--- src/rtl/gpio_edge_pkg.sv ---
package gpio_edge_pkg;
  localparam int ADDR_W   = 16;
  localparam int DATA_W   = 8;
  localparam int G0_PINS  = 7;
  localparam int G1_PINS  = 6;
  localparam int NUM_PINS = G0_PINS + G1_PINS;

  localparam logic [ADDR_W-1:0] DRV_BASE  = 16'h4E44;
  localparam logic [ADDR_W-1:0] SNS_BASE  = 16'h4E51;
  localparam logic [ADDR_W-1:0] STAT_BASE = 16'h4E0B;
  localparam logic [ADDR_W-1:0] MASK_BASE = 16'h4E19;

  typedef enum logic [1:0] {
    EDGE_OFF  = 2'd0,
    EDGE_FALL = 2'd1,
    EDGE_RISE = 2'd2,
    EDGE_BOTH = 2'd3
  } edge_mode_e;

  // field order matches drive byte bits 5:0
  typedef struct packed {
    logic       dir_out;
    logic       push_pull;
    logic       pull_en;
    logic [1:0] pull_sel;
    logic       level;
  } drv_cfg_t;
endpackage

--- src/rtl/gpio_sync2.sv ---
module gpio_sync2 (
  input  logic clk_i,
  input  logic rst_ni,
  input  logic d_i,
  output logic q_o
);
  logic meta_q, sync_q;

  always_ff @(posedge clk_i or negedge rst_ni) begin
    if (!rst_ni) begin
      meta_q <= 1'b0;
      sync_q <= 1'b0;
    end else begin
      meta_q <= d_i;
      sync_q <= meta_q;
    end
  end

  assign q_o = sync_q;
endmodule

--- src/rtl/gpio_pin_slice.sv ---
module gpio_pin_slice
  import gpio_edge_pkg::*;
(
  input  logic       clk_i,
  input  logic       rst_ni,
  input  logic       drv_we_i,
  input  logic       sns_we_i,
  input  logic [5:0] wdata_i,
  input  logic       pin_i,
  output logic [7:0] drv_byte_o,
  output logic [7:0] sns_byte_o,
  output logic       event_o,
  output logic       pin_o,
  output logic       pin_oe_o,
  output logic       pull_en_o,
  output logic       pull_up_o,
  output logic       pull_weak_o
);
  drv_cfg_t   cfg_q;
  edge_mode_e edge_q;
  logic       lvl_s, lvl_d;
  logic       rise, fall;

  gpio_sync2 u_sync (
    .clk_i (clk_i),
    .rst_ni(rst_ni),
    .d_i   (pin_i),
    .q_o   (lvl_s)
  );

  always_ff @(posedge clk_i or negedge rst_ni) begin
    if (!rst_ni) begin
      cfg_q  <= '0;
      edge_q <= EDGE_OFF;
      lvl_d  <= 1'b0;
    end else begin
      if (drv_we_i) cfg_q  <= drv_cfg_t'(wdata_i);
      if (sns_we_i) edge_q <= edge_mode_e'(wdata_i[2:1]);
      lvl_d <= lvl_s;
    end
  end

  assign rise    = lvl_s & ~lvl_d;
  assign fall    = ~lvl_s & lvl_d;
  assign event_o = (rise & ((edge_q == EDGE_RISE) | (edge_q == EDGE_BOTH)))
                 | (fall & ((edge_q == EDGE_FALL) | (edge_q == EDGE_BOTH)));

  assign drv_byte_o = {2'b00, cfg_q};
  assign sns_byte_o = {5'b00000, edge_q, lvl_s};

  // open-drain: drive only the low level
  assign pin_o       = cfg_q.level;
  assign pin_oe_o    = cfg_q.dir_out & (cfg_q.push_pull | ~cfg_q.level);
  assign pull_en_o   = cfg_q.pull_en;
  assign pull_up_o   = cfg_q.pull_sel[0];
  assign pull_weak_o = cfg_q.pull_sel[1];
endmodule

--- src/rtl/gpio_irq_group.sv ---
module gpio_irq_group #(
  parameter int WIDTH = 7
) (
  input  logic             clk_i,
  input  logic             rst_ni,
  input  logic [WIDTH-1:0] event_i,
  input  logic             stat_we_i,
  input  logic             mask_we_i,
  input  logic [WIDTH-1:0] wdata_i,
  output logic [WIDTH-1:0] status_o,
  output logic [WIDTH-1:0] mask_o,
  output logic             irq_o
);
  logic [WIDTH-1:0] status_q, mask_q, clr;

  assign clr = stat_we_i ? wdata_i : '0;

  always_ff @(posedge clk_i or negedge rst_ni) begin
    if (!rst_ni) begin
      status_q <= '0;
      mask_q   <= '1;
    end else begin
      status_q <= (status_q & ~clr) | event_i;  // new edge beats clear
      if (mask_we_i) mask_q <= wdata_i;
    end
  end

  assign status_o = status_q;
  assign mask_o   = mask_q;
  assign irq_o    = |(status_q & ~mask_q);
endmodule

--- src/rtl/gpio_edge_ctrl.sv ---
module gpio_edge_ctrl
  import gpio_edge_pkg::*;
(
  input  logic                clk_i,
  input  logic                rst_ni,
  input  logic [ADDR_W-1:0]   addr_i,
  input  logic [DATA_W-1:0]   wdata_i,
  input  logic                we_i,
  input  logic                re_i,
  output logic [DATA_W-1:0]   rdata_o,
  input  logic [NUM_PINS-1:0] pin_i,
  output logic [NUM_PINS-1:0] pin_o,
  output logic [NUM_PINS-1:0] pin_oe_o,
  output logic [NUM_PINS-1:0] pull_en_o,
  output logic [NUM_PINS-1:0] pull_up_o,
  output logic [NUM_PINS-1:0] pull_weak_o,
  output logic                irq_o
);
  localparam int G1_LO = G0_PINS;

  logic [DATA_W-1:0]   drv_byte [NUM_PINS];
  logic [DATA_W-1:0]   sns_byte [NUM_PINS];
  logic [NUM_PINS-1:0] drv_we, sns_we, evt;
  logic [G0_PINS-1:0]  stat0, mask0;
  logic [G1_PINS-1:0]  stat1, mask1;
  logic                irq0, irq1;
  logic [DATA_W-1:0]   rd_next, rdata_q;
  logic                unused_wdata;

  assign unused_wdata = ^wdata_i[DATA_W-1:6];

  for (genvar g = 0; g < NUM_PINS; g++) begin : g_pin
    assign drv_we[g] = we_i && (addr_i == DRV_BASE + ADDR_W'(g));
    assign sns_we[g] = we_i && (addr_i == SNS_BASE + ADDR_W'(g));

    gpio_pin_slice u_slice (
      .clk_i      (clk_i),
      .rst_ni     (rst_ni),
      .drv_we_i   (drv_we[g]),
      .sns_we_i   (sns_we[g]),
      .wdata_i    (wdata_i[5:0]),
      .pin_i      (pin_i[g]),
      .drv_byte_o (drv_byte[g]),
      .sns_byte_o (sns_byte[g]),
      .event_o    (evt[g]),
      .pin_o      (pin_o[g]),
      .pin_oe_o   (pin_oe_o[g]),
      .pull_en_o  (pull_en_o[g]),
      .pull_up_o  (pull_up_o[g]),
      .pull_weak_o(pull_weak_o[g])
    );
  end

  gpio_irq_group #(.WIDTH(G0_PINS)) u_grp0 (
    .clk_i    (clk_i),
    .rst_ni   (rst_ni),
    .event_i  (evt[G0_PINS-1:0]),
    .stat_we_i(we_i && (addr_i == STAT_BASE)),
    .mask_we_i(we_i && (addr_i == MASK_BASE)),
    .wdata_i  (wdata_i[G0_PINS-1:0]),
    .status_o (stat0),
    .mask_o   (mask0),
    .irq_o    (irq0)
  );

  gpio_irq_group #(.WIDTH(G1_PINS)) u_grp1 (
    .clk_i    (clk_i),
    .rst_ni   (rst_ni),
    .event_i  (evt[NUM_PINS-1:G1_LO]),
    .stat_we_i(we_i && (addr_i == STAT_BASE + ADDR_W'(1))),
    .mask_we_i(we_i && (addr_i == MASK_BASE + ADDR_W'(1))),
    .wdata_i  (wdata_i[G1_PINS-1:0]),
    .status_o (stat1),
    .mask_o   (mask1),
    .irq_o    (irq1)
  );

  assign irq_o = irq0 | irq1;

  always_comb begin
    rd_next = '0;
    for (int i = 0; i < NUM_PINS; i++) begin
      if (addr_i == DRV_BASE + ADDR_W'(i)) rd_next = drv_byte[i];
      if (addr_i == SNS_BASE + ADDR_W'(i)) rd_next = sns_byte[i];
    end
    if (addr_i == STAT_BASE)               rd_next = DATA_W'(stat0);
    if (addr_i == STAT_BASE + ADDR_W'(1))  rd_next = DATA_W'(stat1);
    if (addr_i == MASK_BASE)               rd_next = DATA_W'(mask0);
    if (addr_i == MASK_BASE + ADDR_W'(1))  rd_next = DATA_W'(mask1);
  end

  always_ff @(posedge clk_i or negedge rst_ni) begin
    if (!rst_ni) rdata_q <= '0;
    else         rdata_q <= re_i ? rd_next : '0;
  end

  assign rdata_o = rdata_q;
endmodule

--- config.mk ---
export PLATFORM = sky130hd
export DESIGN_NAME = gpio_edge_ctrl
export DESIGN_NICKNAME = d
export VERILOG_FILES = /design/src/rtl/gpio_edge_pkg.sv /design/src/rtl/gpio_sync2.sv /design/src/rtl/gpio_pin_slice.sv /design/src/rtl/gpio_irq_group.sv /design/src/rtl/gpio_edge_ctrl.sv
export SDC_FILE = /design/constraint.sdc
export NUM_CORES = 1
export LEC_CHECK = 0
export CAP_MARGIN = 20
export CORE_UTILIZATION = 60
export CTS_BUF_LIST = sky130_fd_sc_hd__clkbuf_8
export DETAILED_ROUTE_END_ITERATION = 6
export PLACE_DENSITY = 0.95
export SYNTH_ARGS = -nofsm -noshare
export SYNTH_HDL_FRONTEND = slang
export SYNTH_SLANG_ARGS = --single-unit
--- constraint.sdc ---
create_clock -name clk_i -period 3.1 [get_ports clk_i]
set_input_delay 0.465 -clock clk_i [delete_from_list [all_inputs] [get_ports clk_i]]
set_output_delay 0.465 -clock clk_i [all_outputs]
set_load 0.01 [all_outputs]
# Word level (Yosys, flattened, before mapping)
# Cells that the tools add are included.
dict set report totals {
  mem_count 0
  inputBits 41
  mem_bits_ro 0
  latch_bits 0
  ramBits 0
  regBits 177
  wordCells 423
}
dict set report classes {
  bitwise 167
  div_mod_pow 0
  reduce_logical 32
  addsub 0
  n_eq_ne 69
  muxes 33
  n_mul 0
  magnitude_cmp 0
  shifts 0
}
# op n
set ops {}
lappend ops {{16-bit by 15-bit == test with 1-bit output (second input constant)} 30}
lappend ops {{8-bit two-way mux} 29}
lappend ops {{1-bit bitwise AND} 65}
lappend ops {{1-bit OR} 53}
lappend ops {{2-bit == test (second input constant)} 26}
lappend ops {{1-bit inverter} 39}
lappend ops {{1-bit logical AND} 30}
lappend ops {{2-bit by 1-bit == test with 1-bit output (second input constant)} 13}
lappend ops {{6-bit two-way mux} 3}
lappend ops {{7-bit bitwise AND} 2}
lappend ops {{7-bit inverter} 2}
lappend ops {{6-bit bitwise AND} 2}
lappend ops {{6-bit inverter} 2}
lappend ops {{7-bit two-way mux} 1}
lappend ops {{7-bit OR} 1}
lappend ops {{7-bit OR reduction} 1}
lappend ops {{6-bit OR} 1}
lappend ops {{6-bit OR reduction} 1}

# Logic depth before layout (Yosys ltp)
dict set report logic_depth {
  ltp_word 32
  depth_mapped 10
}

# Modules after synthesis
# From an unflattened synthesis, not the netlist that was laid out.
dict set report hier_totals {
  cells_unflattened 1030
  area_unflattened_um2 10870.4
}
# module instances seq_area_each_um2 area_per_inst_um2 cells_per_inst
set by_module_without_submodules {}
lappend by_module_without_submodules {gpio_pin_slice 13 225.2 464.2 37}
lappend by_module_without_submodules {gpio_edge_ctrl 1 200.2 3111.7 436}
lappend by_module_without_submodules {gpio_sync2 13 50.0 50.0 2}
lappend by_module_without_submodules {{gpio_irq_group at u_grp0} 1 359.1 576.8 46}
lappend by_module_without_submodules {{gpio_irq_group at u_grp1} 1 307.8 496.7 41}

# Worst setup path after synthesis
# OpenSTA, ideal clock, no wires.
dict set report synth_timing {
  path_kind {in2reg}
  start {input port addr_i[13]}
  end {register rdata_q[0], in the netlist rdata_o[0]}
  t_required_ns 2.979
  arrival_time_ns 2.376
  cell_stages 7
  path_buffers 1
  path_slack_ns 0.603
  path_cell_list {or4b_4 buf_6 nor4_1 a221oi_1 a311oi_1 o211ai_1 a22o_1}
}
dict set report synth_between {
  elab_chain_len 32
  word_cells_on_any_way 61
  classes_between {eq/ne: 30; mux: 31}
}
# element line
set synth_lines {}
lappend synth_lines {{from (decl)} gpio_edge_ctrl.sv:6} ;# input logic [ADDR_W-1:0] addr_i,
lappend synth_lines {{16-bit by 15-bit == test with 1-bit output} gpio_edge_ctrl.sv:83} ;# if (addr_i == DRV_BASE + ADDR_W'(i)) rd_next = drv_byte[i];
lappend synth_lines {{6-bit two-way mux} gpio_edge_ctrl.sv:83}
lappend synth_lines {{6-bit two-way mux} gpio_edge_ctrl.sv:84} ;# if (addr_i == SNS_BASE + ADDR_W'(i)) rd_next = sns_byte[i];
lappend synth_lines {{8-bit two-way mux} gpio_edge_ctrl.sv:83}
lappend synth_lines {{8-bit two-way mux} gpio_edge_ctrl.sv:84}
lappend synth_lines {{8-bit two-way mux} gpio_edge_ctrl.sv:83}
lappend synth_lines {{8-bit two-way mux} gpio_edge_ctrl.sv:84}
lappend synth_lines {{8-bit two-way mux} gpio_edge_ctrl.sv:83}
lappend synth_lines {{[16 not listed]} -}
lappend synth_lines {{8-bit two-way mux} gpio_edge_ctrl.sv:84}
lappend synth_lines {{8-bit two-way mux} gpio_edge_ctrl.sv:83}
lappend synth_lines {{8-bit two-way mux} gpio_edge_ctrl.sv:84}
lappend synth_lines {{8-bit two-way mux} gpio_edge_ctrl.sv:86} ;# if (addr_i == STAT_BASE) rd_next = DATA_W'(stat0);
lappend synth_lines {{8-bit two-way mux} gpio_edge_ctrl.sv:87} ;# if (addr_i == STAT_BASE + ADDR_W'(1)) rd_next = DATA_W'(stat1);
lappend synth_lines {{8-bit two-way mux} gpio_edge_ctrl.sv:88} ;# if (addr_i == MASK_BASE) rd_next = DATA_W'(mask0);
lappend synth_lines {{8-bit two-way mux (*)} gpio_edge_ctrl.sv:89} ;# if (addr_i == MASK_BASE + ADDR_W'(1)) rd_next = DATA_W'(mask1);
lappend synth_lines {{8-bit two-way mux (*)} gpio_edge_ctrl.sv:94} ;# else rdata_q <= re_i ? rd_next : '0;
lappend synth_lines {{to (signal assigned)} gpio_edge_ctrl.sv:94}
lappend synth_lines {{to (decl)} gpio_edge_ctrl.sv:27} ;# logic [DATA_W-1:0] rd_next, rdata_q;
# Mark *: on every way between the ends. The rest lies on a longest branch, timed or not.
# A chain may end at the register's enable or synchronous reset.

# Worst setup path in the final report
dict set report layout_timing {
  start {input port addr_i[3]}
  end {register rdata_q[1], in the netlist rdata_o[1]}
}
# Same word-level chain as after synthesis.

==> reports/qor.yml <==
layout:
  fill_cells: 935
  syn_to_final_growth_pct: 18.92
  final_area_sq_um: 10680
  antenna-diode-count: 0
  stdcell_count: 1107
  multi_input_area_sq_um: 3747
  seq_area_sq_um: 4420
  fin_nets: 951
  drive_above_1_share_pct: 27.84
power:
  power_mw: 4.194
  power.density_nw_per_um2: 392.7
  max-vdd-ir-drop_v: 0.0003336
  power.leakage_nw: 4.776
critical_path:
  arrival_ps: 3320
  rrSetupSlack_ps: 980
  crit_end: "rdata_o[1]$_DFF_PN0_"
  cp.depth: 11
  critPathBufInv: 4
  worst_path_largest_cell_delay_ps: 650
  crit_type: "in -> reg"
  r2r-start: "g_pin[2].u_slice.u_sync.q_o$_DFF_PN0_"
  crit_slowest_cell: "nor4bb_1"
  r2r-end: "rdata_o[0]$_DFF_PN0_"
  crit_path_start_kind: "input port"
  cpMostUsedCell: "buf_4"
  crit_chain: "clkdlybuf4s50_1 -> buf_4 -> nor4bb_1 -> buf_4 -> nand2_1 -> a31o_2 -> nand4_1 -> o311ai_1 -> buf_4 -> a31oi_1 -> o21a_1"
  required_ps: 3520
  end_kind: "flop"
  startpoint: "addr_i[3]"
  critPathMaxFanout: 15
  critPathTopFamily: "buffers and inverters"
  rr_worst_depth: 7
clock_tree:
  cts.repair.resized: 0
  cts_root_buf: "clkbuf_8"
  cts_buffers: 17
  insertion_delay_ps: 490
  cts_setup_buffers: 0
  cts_tree: "done"
  cts_hold_buf: 1
  cts_num_sinks: 176
  clockBufferDepth: 2
  h-tree-depth: 4
  clk_pin_slew_ps: 90
job:
  drv_cap: 0
yosys:
  yosysMostFrequentCell: "dfrtp_1"
  yosysSeqAreaShare_pct: 49.22
  syn_area_per_cell_sq_um: 11.12
  synthArstFlopShare_pct: 100.0
  synthTopCellsByArea: "dfrtp_1, mux2_2, buf_4"
  ys.flop_type: "dfrtp_1"
  synth_commonest_cells: "dfrtp_1, mux2_2, buf_4, nand2_1, inv_1"
  netlist_instances: 808
  synth_cell_types: 74
  synth_warnings: 0
  synth_edf_count: 0
  synth_top_area_share_pct: 45.42
  synth.largest_area_cell: "dfrtp_1"
  ys_ff_latch: 176
  syn_area_sq_um: 8981
  syn_nets: 849
placement:
  dp_cells: 1074
  dpl_cell_area_sq_um: 10280
  numPortBuffers: 112
  hpwl_mm: 19.54
  place.gp.congestion: 1.130
timing:
  tightest_slew_ps: 950.4
  period_needed_ps: 2902
  slew_headroom_pct: 36.44
  whs_ps: 354.7
  rsz0062_at_grt: "false"
  clock_skew_ps: 17.86
  finalSetupViolations: 0
  hold_viol: 0
  post-route-period-util_pct: 93.63
  fmax_ghz: 0.3445
  tns_ps: 0
  maxSlewViolCount: 0
detailed_routing:
  ant_nets: 0
  drt-pass1-iter-count: 7
  dr.first_iter.drc_count: 1296
  drc_errors: 0
  vias_per_cell: 6.859
  num_vias: 7593
  wl_per_cell_microns: 24.19
  drt-total-wl_mm: 26.78
global_routing:
  overflow: 0
  grt_pass1_wl_mm: 42.45
  track_usage_pct: 36.02
  grt_antenna_before_repair: 0
  grt_start_max_net_pins: 103
  grt_pass1_vias: 7512
die:
  die_h_microns: 124.3
  die-area_sq_um: 15460
  placeableCoreArea_sq_um: 14590
  boundaryPins: 115
  num_rows: 44
  die_x_microns: 124.3
  start_util_pct: 61.56
worst_hold_path:
  timing.hold.worst.class: "reg -> reg"
run_status:
  status: "finished, final reports clean"
## kinds of logic (layout without fill, tap and decap cells)
logic type / after synthesis / count (layout) / share of synthesized area, %
flops: 176 / 176 / 49.22
simple gates: 216 / 216 / 13.89
mux: 121 / 121 / 15.10
other cells: 1 / 1 / 0.04175
compound gates: 149 / 149 / 12.62
buf+inv: 145 / 260 / 9.125
## final cells by class
type / count / area share, %
sequential: 176 / 41.39
multi-input combinational: 487 / 35.09
timing repair buffer: 193 / 16.46
clock buffer: 17 / 2.191
tap: 184 / 2.156
clock inverter: 15 / 1.488
inverter: 35 / 1.230
## per-stage QoR
step / utilization (%) / setup slack [ps]
2_1_floorplan: - / 602.9
3_3_place_gp: 70.45 / -61.80
3_5_place_dp: 70.45 / -187.8
4_1_cts: 73.21 / 282.6
5_1_grt: 73.21 / 101.3
6_report: 73.21 / 197.6
## layout by cell type (no fill, tap or decap), types with 10 or more instances in the layout
master and count:
mux2_2 116, nor2_1 33, o21ai_0 16, a31oi_1 12, nand4_1 17, clkbuf_8 17
nand3_1 23, clkdlybuf4s50_1 111, o22ai_1 10, a22oi_1 17, nand2_1 61, buf_4 78
dfrtp_1 163, a21boi_0 16, nor4_1 12, dfstp_2 13, inv_1 37
## state kept, by name, summed over array words and instances, names as in the netlist
register,cells
u_grp1.status_o,6
g_pin.u_slice.u_sync.q_o,13
u_grp1.mask_o,6
g_pin.u_slice.lvl_d,13
g_pin.u_slice.drv_byte_o,52
g_pin.u_slice.pull_en_o,13
g_pin.u_slice.edge_q,26
u_grp0.mask_o,7
u_grp0.status_o,7
g_pin.u_slice.u_sync.meta_q,13
rdata_o,7
g_pin.u_slice.pin_o,13
## worst min path at each step
| stage | slack, ps | cells past startpoint | startpoint | to |
|---|---|---|---|---|
| after detailed placement | 340 | 0 | g_pin[9].u_slice.u_sync.meta_q$_DFF_PN0_ | g_pin[9].u_slice.u_sync.q_o$_DFF_PN0_ |
| after global placement | 330 | 0 | g_pin[3].u_slice.u_sync.meta_q$_DFF_PN0_ | g_pin[3].u_slice.u_sync.q_o$_DFF_PN0_ |
| after floorplan | 170 | 0 | rst_ni | g_pin[0].u_slice.drv_byte_o[1]$_DFFE_PN0P_ |
| after CTS | 360 | 0 | g_pin[9].u_slice.u_sync.meta_q$_DFF_PN0_ | g_pin[9].u_slice.u_sync.q_o$_DFF_PN0_ |
| after global routing | 370 | 0 | g_pin[0].u_slice.u_sync.meta_q$_DFF_PN0_ | g_pin[0].u_slice.u_sync.q_o$_DFF_PN0_ |
| final | 350 | 0 | g_pin[9].u_slice.u_sync.meta_q$_DFF_PN0_ | g_pin[9].u_slice.u_sync.q_o$_DFF_PN0_ |
## routing by layer
metal  GRT usage (%)  share of wire, %  wire [microns]
met2           53.92                45           12030
met5               0                 0               0
met4           22.04               6.4            1704
met3           9.579                12            3327
met1           46.85                36            9714
## where the power goes
group | switching (mW) | internal [mW]
registers | 0.0194 | 2.32
logic | 0.170 | 0.0992
clock network | 0.860 | 0.724
No activity file was read; power rests on OpenSTA's default activity.
